[src/rtl/acg_pkg.sv]
package acg_pkg;
    parameter int DIV_W  = 6;
    parameter int FLEN_W = 8;

    typedef struct packed {
        logic [DIV_W-1:0]  div;
        logic              osr512;
        logic              bypass;
        logic [FLEN_W-1:0] flen;
    } acg_cfg_t;
endpackage

[src/rtl/acg_divider.sv]
module acg_divider #(
    parameter int DIV_W = 6
) (
    input  logic             clk_i,
    input  logic             rst_ni,
    input  logic             run_i,
    input  logic [DIV_W-1:0] div_m1_i,
    output logic             tick_o
);
    logic [DIV_W-1:0] cnt_d, cnt_q;

    always_comb begin
        tick_o = run_i && (cnt_q == div_m1_i);
        if (!run_i || tick_o) cnt_d = '0;
        else                  cnt_d = cnt_q + 1'b1;
    end

    always_ff @(posedge clk_i or negedge rst_ni) begin
        if (!rst_ni) cnt_q <= '0;
        else         cnt_q <= cnt_d;
    end

    // the count never passes the terminal value while running
    a_r1_cnt_in_range: assert property (@(posedge clk_i) disable iff (!rst_ni)
        run_i |-> (cnt_q <= div_m1_i));
endmodule

[src/rtl/acg_bit_timer.sv]
module acg_bit_timer #(
    parameter int PRE_W = 6,
    parameter int IDX_W = 8
) (
    input  logic             clk_i,
    input  logic             rst_ni,
    input  logic             run_i,
    input  logic             tick_i,
    input  logic             bypass_i,
    input  logic [PRE_W-1:0] ratio_m1_i,
    input  logic [IDX_W-1:0] last_i,
    output logic             step_o,
    output logic             wrap_o,
    output logic             fsync_o
);
    typedef struct packed {
        logic [PRE_W-1:0] pre;
        logic [IDX_W-1:0] idx;
    } bt_state_t;

    bt_state_t s_d, s_q;
    logic      pre_hit;

    always_comb begin
        s_d     = s_q;
        pre_hit = (s_q.pre == ratio_m1_i);
        step_o  = tick_i && (bypass_i || pre_hit);
        wrap_o  = step_o && (s_q.idx >= last_i);
        fsync_o = (s_q.idx == '0);
        if (!run_i) begin
            s_d.pre = '0;
            s_d.idx = '1;
        end else begin
            if (tick_i && !bypass_i)
                s_d.pre = pre_hit ? '0 : s_q.pre + 1'b1;
            if (step_o)
                s_d.idx = wrap_o ? '0 : s_q.idx + 1'b1;
        end
    end

    always_ff @(posedge clk_i or negedge rst_ni) begin
        if (!rst_ni) s_q <= '{pre: '0, idx: '1};
        else         s_q <= s_d;
    end

    // prescaler stays inside the bit period
    a_r2_pre_in_range: assert property (@(posedge clk_i) disable iff (!rst_ni)
        (run_i && !bypass_i) |-> (s_q.pre <= ratio_m1_i));
    // frame sync holds for the whole first bit
    a_r4_fs_holds: assert property (@(posedge clk_i) disable iff (!rst_ni)
        (run_i && fsync_o && !step_o) |=> fsync_o);
    // frame sync only starts right after a frame wrap
    a_r4_fs_from_wrap: assert property (@(posedge clk_i) disable iff (!rst_ni)
        $rose(fsync_o) |-> $past(wrap_o));
endmodule

[src/rtl/audio_clkgen.sv]
module audio_clkgen
    import acg_pkg::*;
#(
    parameter int DIV_W_P  = DIV_W,
    parameter int FLEN_W_P = FLEN_W
) (
    input  logic                clk_i,
    input  logic                rst_ni,
    input  logic                gen_en_i,
    input  logic [DIV_W_P-1:0]  div_i,
    input  logic                osr512_i,
    input  logic                bypass_i,
    input  logic                mclk_en_i,
    input  logic [FLEN_W_P-1:0] flen_i,
    output logic                mclk_stb_o,
    output logic                bclk_stb_o,
    output logic                fsync_o
);
    localparam int N_MIN     = 3;
    localparam int N_MAX     = FLEN_W_P;
    localparam int BASE_W    = FLEN_W_P + 2;
    localparam int RATIO_MAX = (2 << FLEN_W_P) >> N_MIN;
    localparam int PRE_W     = $clog2(RATIO_MAX);
    localparam int BYP_LAST  = 63;

    typedef struct packed {
        logic [DIV_W_P-1:0]  div;
        logic                osr512;
        logic                bypass;
        logic [FLEN_W_P-1:0] flen;
    } cfg_t;

    typedef struct packed {
        cfg_t cfg;
        logic mclk;
        logic bclk;
    } top_state_t;

    top_state_t          s_d, s_q;
    logic [DIV_W_P-1:0]  div_m1;
    logic [BASE_W-1:0]   base, ratio;
    logic [PRE_W-1:0]    ratio_m1;
    logic [FLEN_W_P-1:0] last_idx;
    logic                tick, step, wrap, fs;
    int                  n_bits;

    // effective settings from the shadow copy
    always_comb begin
        div_m1 = (s_q.cfg.div <= DIV_W_P'(1)) ? '0 : s_q.cfg.div - 1'b1;
        n_bits = $countones(s_q.cfg.flen);
        if (n_bits < N_MIN) n_bits = N_MIN;
        if (n_bits > N_MAX) n_bits = N_MAX;
        base     = s_q.cfg.osr512 ? BASE_W'(2 << FLEN_W_P) : BASE_W'(1 << FLEN_W_P);
        ratio    = base >> n_bits;
        ratio_m1 = PRE_W'(ratio - 1'b1);
        last_idx = s_q.cfg.bypass ? FLEN_W_P'(BYP_LAST) : s_q.cfg.flen;
    end

    acg_divider #(.DIV_W(DIV_W_P)) div_i0 (
        .clk_i    (clk_i),
        .rst_ni   (rst_ni),
        .run_i    (gen_en_i),
        .div_m1_i (div_m1),
        .tick_o   (tick)
    );

    acg_bit_timer #(.PRE_W(PRE_W), .IDX_W(FLEN_W_P)) bt_i0 (
        .clk_i      (clk_i),
        .rst_ni     (rst_ni),
        .run_i      (gen_en_i),
        .tick_i     (tick),
        .bypass_i   (s_q.cfg.bypass),
        .ratio_m1_i (ratio_m1),
        .last_i     (last_idx),
        .step_o     (step),
        .wrap_o     (wrap),
        .fsync_o    (fs)
    );

    always_comb begin
        s_d = s_q;
        if (!gen_en_i || wrap) begin
            s_d.cfg.div    = div_i;
            s_d.cfg.osr512 = osr512_i;
            s_d.cfg.bypass = bypass_i;
            s_d.cfg.flen   = flen_i;
        end
        s_d.mclk = tick && mclk_en_i && !s_q.cfg.bypass;
        s_d.bclk = step;
    end

    always_ff @(posedge clk_i or negedge rst_ni) begin
        if (!rst_ni) s_q <= '0;
        else         s_q <= s_d;
    end

    assign mclk_stb_o = s_q.mclk;
    assign bclk_stb_o = s_q.bclk;
    assign fsync_o    = fs;

    // frame sync rises together with a bit strobe
    a_r4_fs_on_bclk: assert property (@(posedge clk_i) disable iff (!rst_ni)
        $rose(fsync_o) |-> bclk_stb_o);
    // no master strobe after a bypass cycle
    a_r5_no_mclk_bypass: assert property (@(posedge clk_i) disable iff (!rst_ni)
        s_q.cfg.bypass |=> !mclk_stb_o);
    // master strobe suppressed while its enable is low
    a_r6_mclk_gated: assert property (@(posedge clk_i) disable iff (!rst_ni)
        !mclk_en_i |=> !mclk_stb_o);
    // shadow settings hold between frame starts while running
    a_r7_cfg_hold: assert property (@(posedge clk_i) disable iff (!rst_ni)
        (gen_en_i && !wrap) |=> $stable(s_q.cfg));
    // disabled generator stays quiet
    a_r8_idle_quiet: assert property (@(posedge clk_i) disable iff (!rst_ni)
        !gen_en_i |=> (!bclk_stb_o && !mclk_stb_o && !fsync_o));
endmodule

[config.mk]
export PLATFORM = sky130hd
export DESIGN_NAME = audio_clkgen
export DESIGN_NICKNAME = d
export VERILOG_FILES = /design/src/rtl/acg_pkg.sv /design/src/rtl/acg_divider.sv /design/src/rtl/acg_bit_timer.sv /design/src/rtl/audio_clkgen.sv
export SDC_FILE = /design/constraint.sdc
export NUM_CORES = 1
export LEC_CHECK = 0
export ABC_AREA = 1
export BUFFER_PORTS_ARGS = -buffer_cell sky130_fd_sc_hd__buf_2
export CORE_ASPECT_RATIO = 1.2
export CORE_MARGIN = 2
export CORE_UTILIZATION = 55
export DETAILED_ROUTE_END_ITERATION = 16
export GPL_ROUTABILITY_DRIVEN = 0
export HOLD_SLACK_MARGIN = 0.06
export PLACE_DENSITY = 0.8
export SLEW_MARGIN = 20
export SYNTH_ARGS = -nofsm -noshare
export SYNTH_HDL_FRONTEND = slang
export SYNTH_SLANG_ARGS = --single-unit
[constraint.sdc]
create_clock -name clk_i -period 4.7 [get_ports clk_i]
set_input_delay 0.94 -clock clk_i [delete_from_list [all_inputs] [get_ports clk_i]]
set_output_delay 0.94 -clock clk_i [all_outputs]
set_load 0.02 [all_outputs]
==> key figures, run 1 <==
Outcome
  • Outcome: complete, but fails checks
  • Violated checks: setup timing

Global route
  • Met2 GRT Util: between 40% and 50%
  • Most Crowded Layer GR: met2
  • Largest net degree at the start of global routing: 39
  • Grt met1 use: 30.4%
  • GR Util met3: 4.49%
  • Vias in the first global route: 2682
  • First-pass GRT wire length: 11800 um
  • Initial antenna violation count: 0
  • GRT overflow: 0
  • Overall routing resource usage: between 20% and 30%

Timing
  • Final period util: 103%
  • # setup viols final: 24
  • Slew at the pin closest to its max-slew limit: 845 ps
  • Fin crit period: 4830 ps
  • Max Transition Viols Final: 0
  • Fin. Hold Viols: 0
  • Min Hold Slack: 527 ps
  • Slew HR: 43.7%
  • RSZ-0062 raised after global routing: yes
  • Setup Skew: 3.94 ps
  • Setup ws final: -126 ps
  • FMAX: 207 MHz

Setup path
  • Worst setup EP type: register
  • Worst EP arrival: 5060 ps
  • Crit start category: register
  • CP max FO: 8
  • Critical Path RT: 4940 ps
  • Critical path type: reg -> reg

Clock tree
  • Sink Count: 38
  • Hold buffer count at CTS: 0
  • Clk_lat worst skew: 300 ps
  • Clk buf depth: 2
  • Num CTS Buffers: 5
  • H-Tree Depth: 2
  • Clock-pin slew on the worst setup and hold paths: 80 ps
  • CTS tree: built
  • Root Buffer: clkbuf_8

Floorplanning
  • # rows: 28
  • IO Pins: 23
  • Die Y: 83.4 um
  • Initial Util: 57.7%
  • Die X: between 70 and 80 um
  • CORE AREA: 5010 sq um
  • Die Area: 5860 sq um

Logic synthesis
  • Unique masters post-synth: 36
  • Ys Warns: 0
  • Synthesized area: 2890 sq um
  • Syn Area/Cell: 7.30 sq um
  • Syn Inst Count: about 400
  • Post-synthesis net count: 440
  • Ys async rst share: 100%
  • Register area share after synthesis: approximately a third
  • Yosys reg bits: 38
  • Number of flops mapped to enable cells by yosys: 0
  • Most used DFF post-synth: dfrtp_1

Finish
  • Sequential Area: 961 sq um
  • Multi-input logic area: 1840 sq um
  • Post-route cell area: 3500 sq um
  • Area grow syn2layout: 20.9%
  • Nets: 489
  • Share of cells above drive strength 1: 24.4%
  • Final std cells w/o fill: 506
  • Fillers: ~420
  • Number of diodes: 0

Detailed routing
  • Drt first pass iters: 4
  • Routed wire per std cell: 14.3 um
  • Antenna-violating nets left: 0
  • Total Wirelength: 7240 um
  • Starting DRT DRC Count: 251
  • DR vias/cell: 5.54
  • Total number of vias: 2804
  • DRC Markers: 0

Power
  • Part of the power in registers: 28.2%
  • Comb power frac: between 50% and 60%
  • Switching share of power: 42.2%
  • VDD IR max: 238 uV
  • Pint: between 700 and 800 uW
  • Power Density: 374 nW/um^2
  • Leak: roughly 0.0018 uW
  • Clk pwr share: between 10% and 20%
  • Net Sw Power: 551 uW

Placed design
  • HPWL after detailed placement: 4850 um
  • I/O Buffers: 22
  • Placed inst area: between 3000 and 4000 sq um
  • Dpl cells: between 400 and 500

Job
  • Max-cap viol count: 0

Hold path
  • Worst hold path class: reg -> reg
[worst max-delay path, stage by stage, from the launching register on]
cell and delay, ps:
dfrtp_1 380, inv_2 50, fa_1 560, fa_1 430, fa_1 500, inv_2 50
ha_4 160, fa_2 370, buf_4 150, buf_4 120, buf_4 120, nand2_2 70
nand2_4 90, nand2_1 90, o22ai_1 80, inv_1 100, ha_4 210, xnor2_1 110
a21oi_1 150, nand3_2 130, o21ai_4 270, buf_6 150, nand3_4 120, nand2_8 150
nand2_1 90, nand2_1 70
[cell type report]
| type | instances | area share [%] |
|---|---|---|
| repair buffers | 45 | 8.94 |
| inverters | 57 | 6.26 |
| flip-flops and latches | 38 | 27.5 |
| clock buffers | 8 | 2.58 |
| multi-input cells | 298 | 52.6 |
| well taps | 60 | 2.15 |
[flip-flops by register name, indices dropped and copies added (netlist names)]
register and cells:
s_q 16, mclk_stb_o 1, bclk_stb_o 1, div_i0.cnt_q 6, bt_i0.s_q 14
[power groups by stage]
stage | clock network [uW] | logic, uW | registers, uW
after floorplan | 0 | 436 | 367
after global placement | 0 | 564 | 372
after detailed placement | 0 | 584 | 373
after CTS | 242 | 621 | 367
after global routing | 255 | 787 | 372
final | 238 | 700 | 369
[metrics by stage]
step	setup slack, ps	utilization [%]	TNS [ps]	total power (uW)
finish	-126	69.8	-1630	1310
global route	-337	69.8	-6840	1410
CTS	11.5	66.3	0	1230
detailed placement	-274	63.2	-4320	957
global placement	-72.0	63.2	-461	936
floorplan	14.3	-	0	803
[cells in the final DEF, fill, tap and decap left out, types with 6 or more instances in the layout]
cell type | netlist | routed
nand2_1 | 117 | 109
inv_1 | 52 | 45
nand3_1 | 47 | 45
dfrtp_1 | 30 | 30
nor2_1 | 30 | 28
buf_2 | 2 | 22
ha_1 | 20 | 17
buf_4 | 0 | 15
nand2_2 | 4 | 11
inv_2 | 4 | 10
xor2_1 | 10 | 10
a21oi_1 | 12 | 10
xnor2_1 | 8 | 8
nand4_1 | 8 | 8
dfstp_2 | 8 | 8
buf_6 | 1 | 8
o21ai_0 | 10 | 7
clkbuf_8 | 0 | 6
[worst paths after layout]
path                                                start                        end  slack, ps  depth (start not counted)
worst max-delay path                   s_q[3]$_DFFE_PN0P_         s_q[3]$_DFFE_PN0P_       -130                         25
worst min-delay path            div_i0.cnt_q[0]$_DFF_PN0_  div_i0.cnt_q[0]$_DFF_PN0_        530                          1
worst max register to register         s_q[3]$_DFFE_PN0P_         s_q[3]$_DFFE_PN0P_       -130                         25
worst min register to register  div_i0.cnt_q[0]$_DFF_PN0_  div_i0.cnt_q[0]$_DFF_PN0_        530                          1
max in group asynchronous                          rst_ni        s_q[14]$_DFFE_PN0P_       3420                          1
min in group asynchronous                          rst_ni       bclk_stb_o$_DFF_PN0_        740                          1
[logic make-up (layout without fill, tap and decap cells)]
group           after synthesis  after routing  synth area share [%]
compound gates               27             27                  5.54
xor+xnor                     18             18                  5.45
fa+ha+maj                    24             24                  11.4
buf+inv                      63            110                  8.52
flops                        38             38                  33.2
simple gates                226            229                  35.9
[what timing repair did]
item / CTS / global route
pin swaps: 7 / 17
endpoints found under the setup margin: 25 / 31
gates cloned: 0 / 3
buffers inserted: 2 / 6
resized for setup: 15 / 31
[metal layers]
layer  wire length [um]  up-vias
met5                  0        -
met4                145        0
met3                310       16
met2               3800       77
met1               2990     1346
li1                   -     1365
[synth_stat cells (8+ instances only)]
master,number,area share [%]
o21ai_0,10,1.7
dfstp_2,8,7.3
nand3_1,47,8.1
nand2_1,117,15
xor2_1,10,3.0
xnor2_1,8,2.4
nor2_1,30,3.9
dfrtp_1,30,26
inv_1,52,6.7
ha_1,20,8.7
a21oi_1,12,2.1
nand4_1,8,1.7
No activity file was read; power rests on OpenSTA's default activity.
==> run 2: changes to the inputs <==
--- a/config.mk
+++ b/config.mk
@@ -9,12 +9,13 @@
 export BUFFER_PORTS_ARGS = -buffer_cell sky130_fd_sc_hd__buf_2
 export CORE_ASPECT_RATIO = 1.2
 export CORE_MARGIN = 2
-export CORE_UTILIZATION = 55
+export CORE_UTILIZATION = 40
 export DETAILED_ROUTE_END_ITERATION = 16
 export GPL_ROUTABILITY_DRIVEN = 0
 export HOLD_SLACK_MARGIN = 0.06
-export PLACE_DENSITY = 0.8
+export PLACE_DENSITY = 0.58
 export SLEW_MARGIN = 20
 export SYNTH_ARGS = -nofsm -noshare
 export SYNTH_HDL_FRONTEND = slang
+export SYNTH_HIERARCHICAL = 1
 export SYNTH_SLANG_ARGS = --single-unit
==> run 2 against run 1 <==
  * The flow still finishes with violations (setup timing)
  * Combinational power fell by 4.9%
  * Die area grew 33%
  * Flip-flop and latch count unchanged
  * Design area grew 1.0%
  * Largest power group unchanged
  * Maximum frequency about the same
  * Routed wire length decreased by 17%
  * Critical path depth rose by 6
  * Via count down 10%
  * Largest cell class unchanged
  * Clock skew rose by 2.0 ps
  * Sequential share of layout area down 0.27 points
  * Non-clock buffer count unchanged
==> key figures, run 2 <==
Setup path
  • Crit-path max cell delay: 560 ps (about the same)
  • Most numerous cell on the critical path: nand2_2
  • Worst EP arrival: 5040 ps (-20 ps)
  • Critical path type: reg -> reg
  • Worst setup EP type: register
  • Critical Path RT: 4920 ps (-20 ps)
  • Slowest CP cell: fa_1
  • Crit start category: register
  • CP max FO: 6 (-2)

Finish
  • Most frequent cells in the layout: nand2_1, inv_1, nor2_1
  • Top reg by flops: s_q
  • Fillers: 707 (+69%)
  • Number of diodes: 0 (unchanged)
  • Most common cell after layout, fill and taps aside: nand2_1
  • Largest register FFs: 16 (unchanged)
  • Nets: 492 (+0.61%)
  • Area grow syn2layout: 24.8%
  • Top flop regs: s_q x16, bt_i0/s_q x14, div_i0/cnt_q x6
  • Share of cells above drive strength 1: 29.0% (+4.5 points)
  • Post-route cell area: 3530 sq um (+1.0%)

Detailed routing
  • DRC Markers: 0 (unchanged)
  • Routed wire per std cell: 11.2 um (-21%)
  • Starting DRT DRC Count: 46 (-82%)
  • Total number of vias: 2520 (-10%)
  • Total Wirelength: 6030 um (-17%)
  • DR vias/cell: 4.70 (-15%)
  • Antenna-violating nets left: 0 (unchanged)
  • Drt first pass iters: 4 (unchanged)

Floorplanning
  • # rows: 33 (+18%)
  • Die Area: 7770 sq um (+33%)
  • Initial Util: 41.3% (-16 points)
  • IO Pins: 23 (unchanged)
  • Die X: 80.8 um (+15%)
  • CORE AREA: 6850 sq um (+37%)
  • Die Y: 96.1 um (+15%)

Logic synthesis
  • Largest family of logic cells by synthesized area: simple AND/OR/NAND/NOR gates
  • Compound-Gate Fraction of Synth Area: 8.27% (+2.7 points)
  • Synth top area share: 26.5% (+0.57 points)
  • Post-synth top cells: nand2_1, inv_1, nor2_1
  • Most used DFF post-synth: dfrtp_1
  • Syn Area/Cell: 7.09 sq um (-2.9%)
  • Synthesized area: 2830 sq um (-2.2%)
  • Register area share after synthesis: 34.0% (+0.73 points)
  • Unique masters post-synth: 30 (-17%)
  • Post-synthesis net count: 443 (+0.68%)
  • Synth Area in Simple Gates: 30.1% (-5.8 points)
  • Syn Inst Count: 399 (+0.76%)
  • Ys Warns: 6 (+6)
  • Fraction of the mapped netlist area in adder cells: 11.7% (+0.25 points)
  • Top-count cell post-synth: nand2_1
  • Yosys reg bits: 38 (unchanged)
  • Post-synthesis mux area share: 0% (unchanged)
  • XOR/XNOR Fraction of Synth Area: 3.71% (-1.7 points)
  • Number of flops mapped to enable cells by yosys: 0 (unchanged)
  • Ys async rst share: 100% (unchanged)
  • Area contributors post-synth: dfrtp_1, nand2_1, inv_1
  • Dominant cell type by area after synthesis: dfrtp_1

Clock tree
  • Sink Count: 38 (unchanged)
  • Clk buf depth: 2 (unchanged)
  • Clock-pin slew on the worst setup and hold paths: 70 ps (about the same)
  • Hold buffer count at CTS: 0 (unchanged)
  • Clk_lat worst skew: 290 ps (about the same)
  • H-Tree Depth: 2 (unchanged)
  • CTS tree: built
  • Root Buffer: clkbuf_8
  • Num CTS Buffers: 5 (unchanged)

Global route
  • GRT overflow: 0 (unchanged)
  • Largest net degree at the start of global routing: 39 (unchanged)
  • Overall routing resource usage: 16.8% (-7.6 points)
  • First-pass GRT wire length: 10300 um (-12%)
  • Initial antenna violation count: 0 (unchanged)
  • Vias in the first global route: 2355 (-12%)

Power
  • Power Density: 369 nW/um^2 (-1.3%)
  • Overall power: 1300 uW (-0.28%)
  • Leak: 0.00192 uW (+6.4%)
  • VDD IR max: 210 uV (-12%)

Timing
  • Max Transition Viols Final: 0 (unchanged)
  • Final period util: 103% (about the same)
  • RSZ-0062 raised after global routing: yes
  • Slew at the pin closest to its max-slew limit: 847 ps (+2.58 ps)
  • Slew HR: 43.5% (-0.17 points)
  • Min Hold Slack: 534 ps (+7.71 ps)
  • Fin. Hold Viols: 0 (unchanged)
  • Setup Skew: 5.93 ps (+1.99 ps)
  • Setup ws final: -122 ps (+3.92 ps)
  • FMAX: 207 MHz (about the same)
  • Fin crit period: 4820 ps (-3.92 ps)
  • # setup viols final: 16 (-33%)

Job
  • Max-cap viol count: 0 (unchanged)

Placed design
  • HPWL after detailed placement: 4340 um (-10%)
  • I/O Buffers: 22 (unchanged)
  • Placed inst area: 3140 sq um (-0.91%)

Outcome
  • Outcome: complete, but fails checks
  • Violated checks: setup timing

Hold path
  • Worst hold path class: reg -> reg
## run 2: changes by cell type after synthesis, sizes merged, moves of 3 or more
cell / delta
inv: +31
nor3: +3
nand4: -4
nand3: -26
o21ai: +17
nand2: -14
nor2: +11
a21oi: +3
xnor2: -5
buf: -5
## run 2: layout make-up
type,instances,area [sq um],share of cell area (%)
Multi-Input combinational cell,270,1670,47.4
Sequential cell,38,961,27.2
Tap cell,87,109,3.08
Clock buffer,7,76.3,2.16
Timing Repair Buffer,45,342,9.67
Clock inverter,1,30.0,0.850
Inverter,88,340,9.64
## run 2: worst paths after layout
kind                                            from                         to  slack, ps  cells after the start
setup / recovery                  s_q[2]$_DFFE_PN0P_         s_q[3]$_DFFE_PN0P_       -120                     31
hold / removal             div_i0/cnt_q[0]$_DFF_PN0_  div_i0/cnt_q[0]$_DFF_PN0_        530                      1
setup reg to reg                  s_q[2]$_DFFE_PN0P_         s_q[3]$_DFFE_PN0P_       -120                     31
hold reg to reg            div_i0/cnt_q[0]$_DFF_PN0_  div_i0/cnt_q[0]$_DFF_PN0_        530                      1
max in group asynchronous                     rst_ni   bt_i0/s_q[9]$_DFFE_PN0P_       3410                      1
min in group asynchronous                     rst_ni         s_q[8]$_DFFE_PN0P_        760                      1
## run 2: metal layers
metal	GRT usage, %	vias to the layer above	routed length (um)
met4	3.81	0	78
met5	0	-	0
met2	30.6	28	3130
met1	20.8	1167	2670
met3	2.81	7	147
li1	-	1318	-
## run 2: critical path: cells and delay by family (launching register included)
| kind | cells | cell delay (ps) |
|---|---|---|
| compound gates | 4 | 510 |
| fa+ha+maj | 7 | 2460 |
| buf+inv | 6 | 460 |
| flops | 1 | 340 |
| simple gates | 14 | 990 |
## run 2: cells by family (layout without fill, tap and decap cells)
kind of cell | Yosys count | after routing
AOI/OAI and AO/OA | 44 | 44
xor gates and xnor gates | 12 | 12
adders and majority gates | 24 | 24
buffers and inverters | 91 | 141
DFF | 38 | 38
and+or+nand+nor | 190 | 190
## run 2: power breakdown
group | leakage, uW | internal, uW | switching [uW]
combinational | 0.00140 | 289 | 377
clock | 0.0000524 | 159 | 111
sequential | 0.000469 | 348 | 19.0
## run 2: metrics by stage
step	setup slack (ps)	util, %	cells	setup TNS (ps)
after detailed placement	-160	45.8	515	-1940
after global placement	-6.27	45.8	515	-21.0
after global routing	-438	51.5	536	-9340
after CTS	-45.4	48.7	531	-496
after floorplan	9.14	-	399	0
final	-122	51.5	536	-1580
## run 2: timing repair
| item | CTS | global route |
|---|---|---|
| pin swaps | 1 | 19 |
| endpoints found under the setup margin | 16 | 31 |
| setup buffers | 7 | 3 |
| cloned | 1 | 3 |
| resized for setup | 17 | 51 |
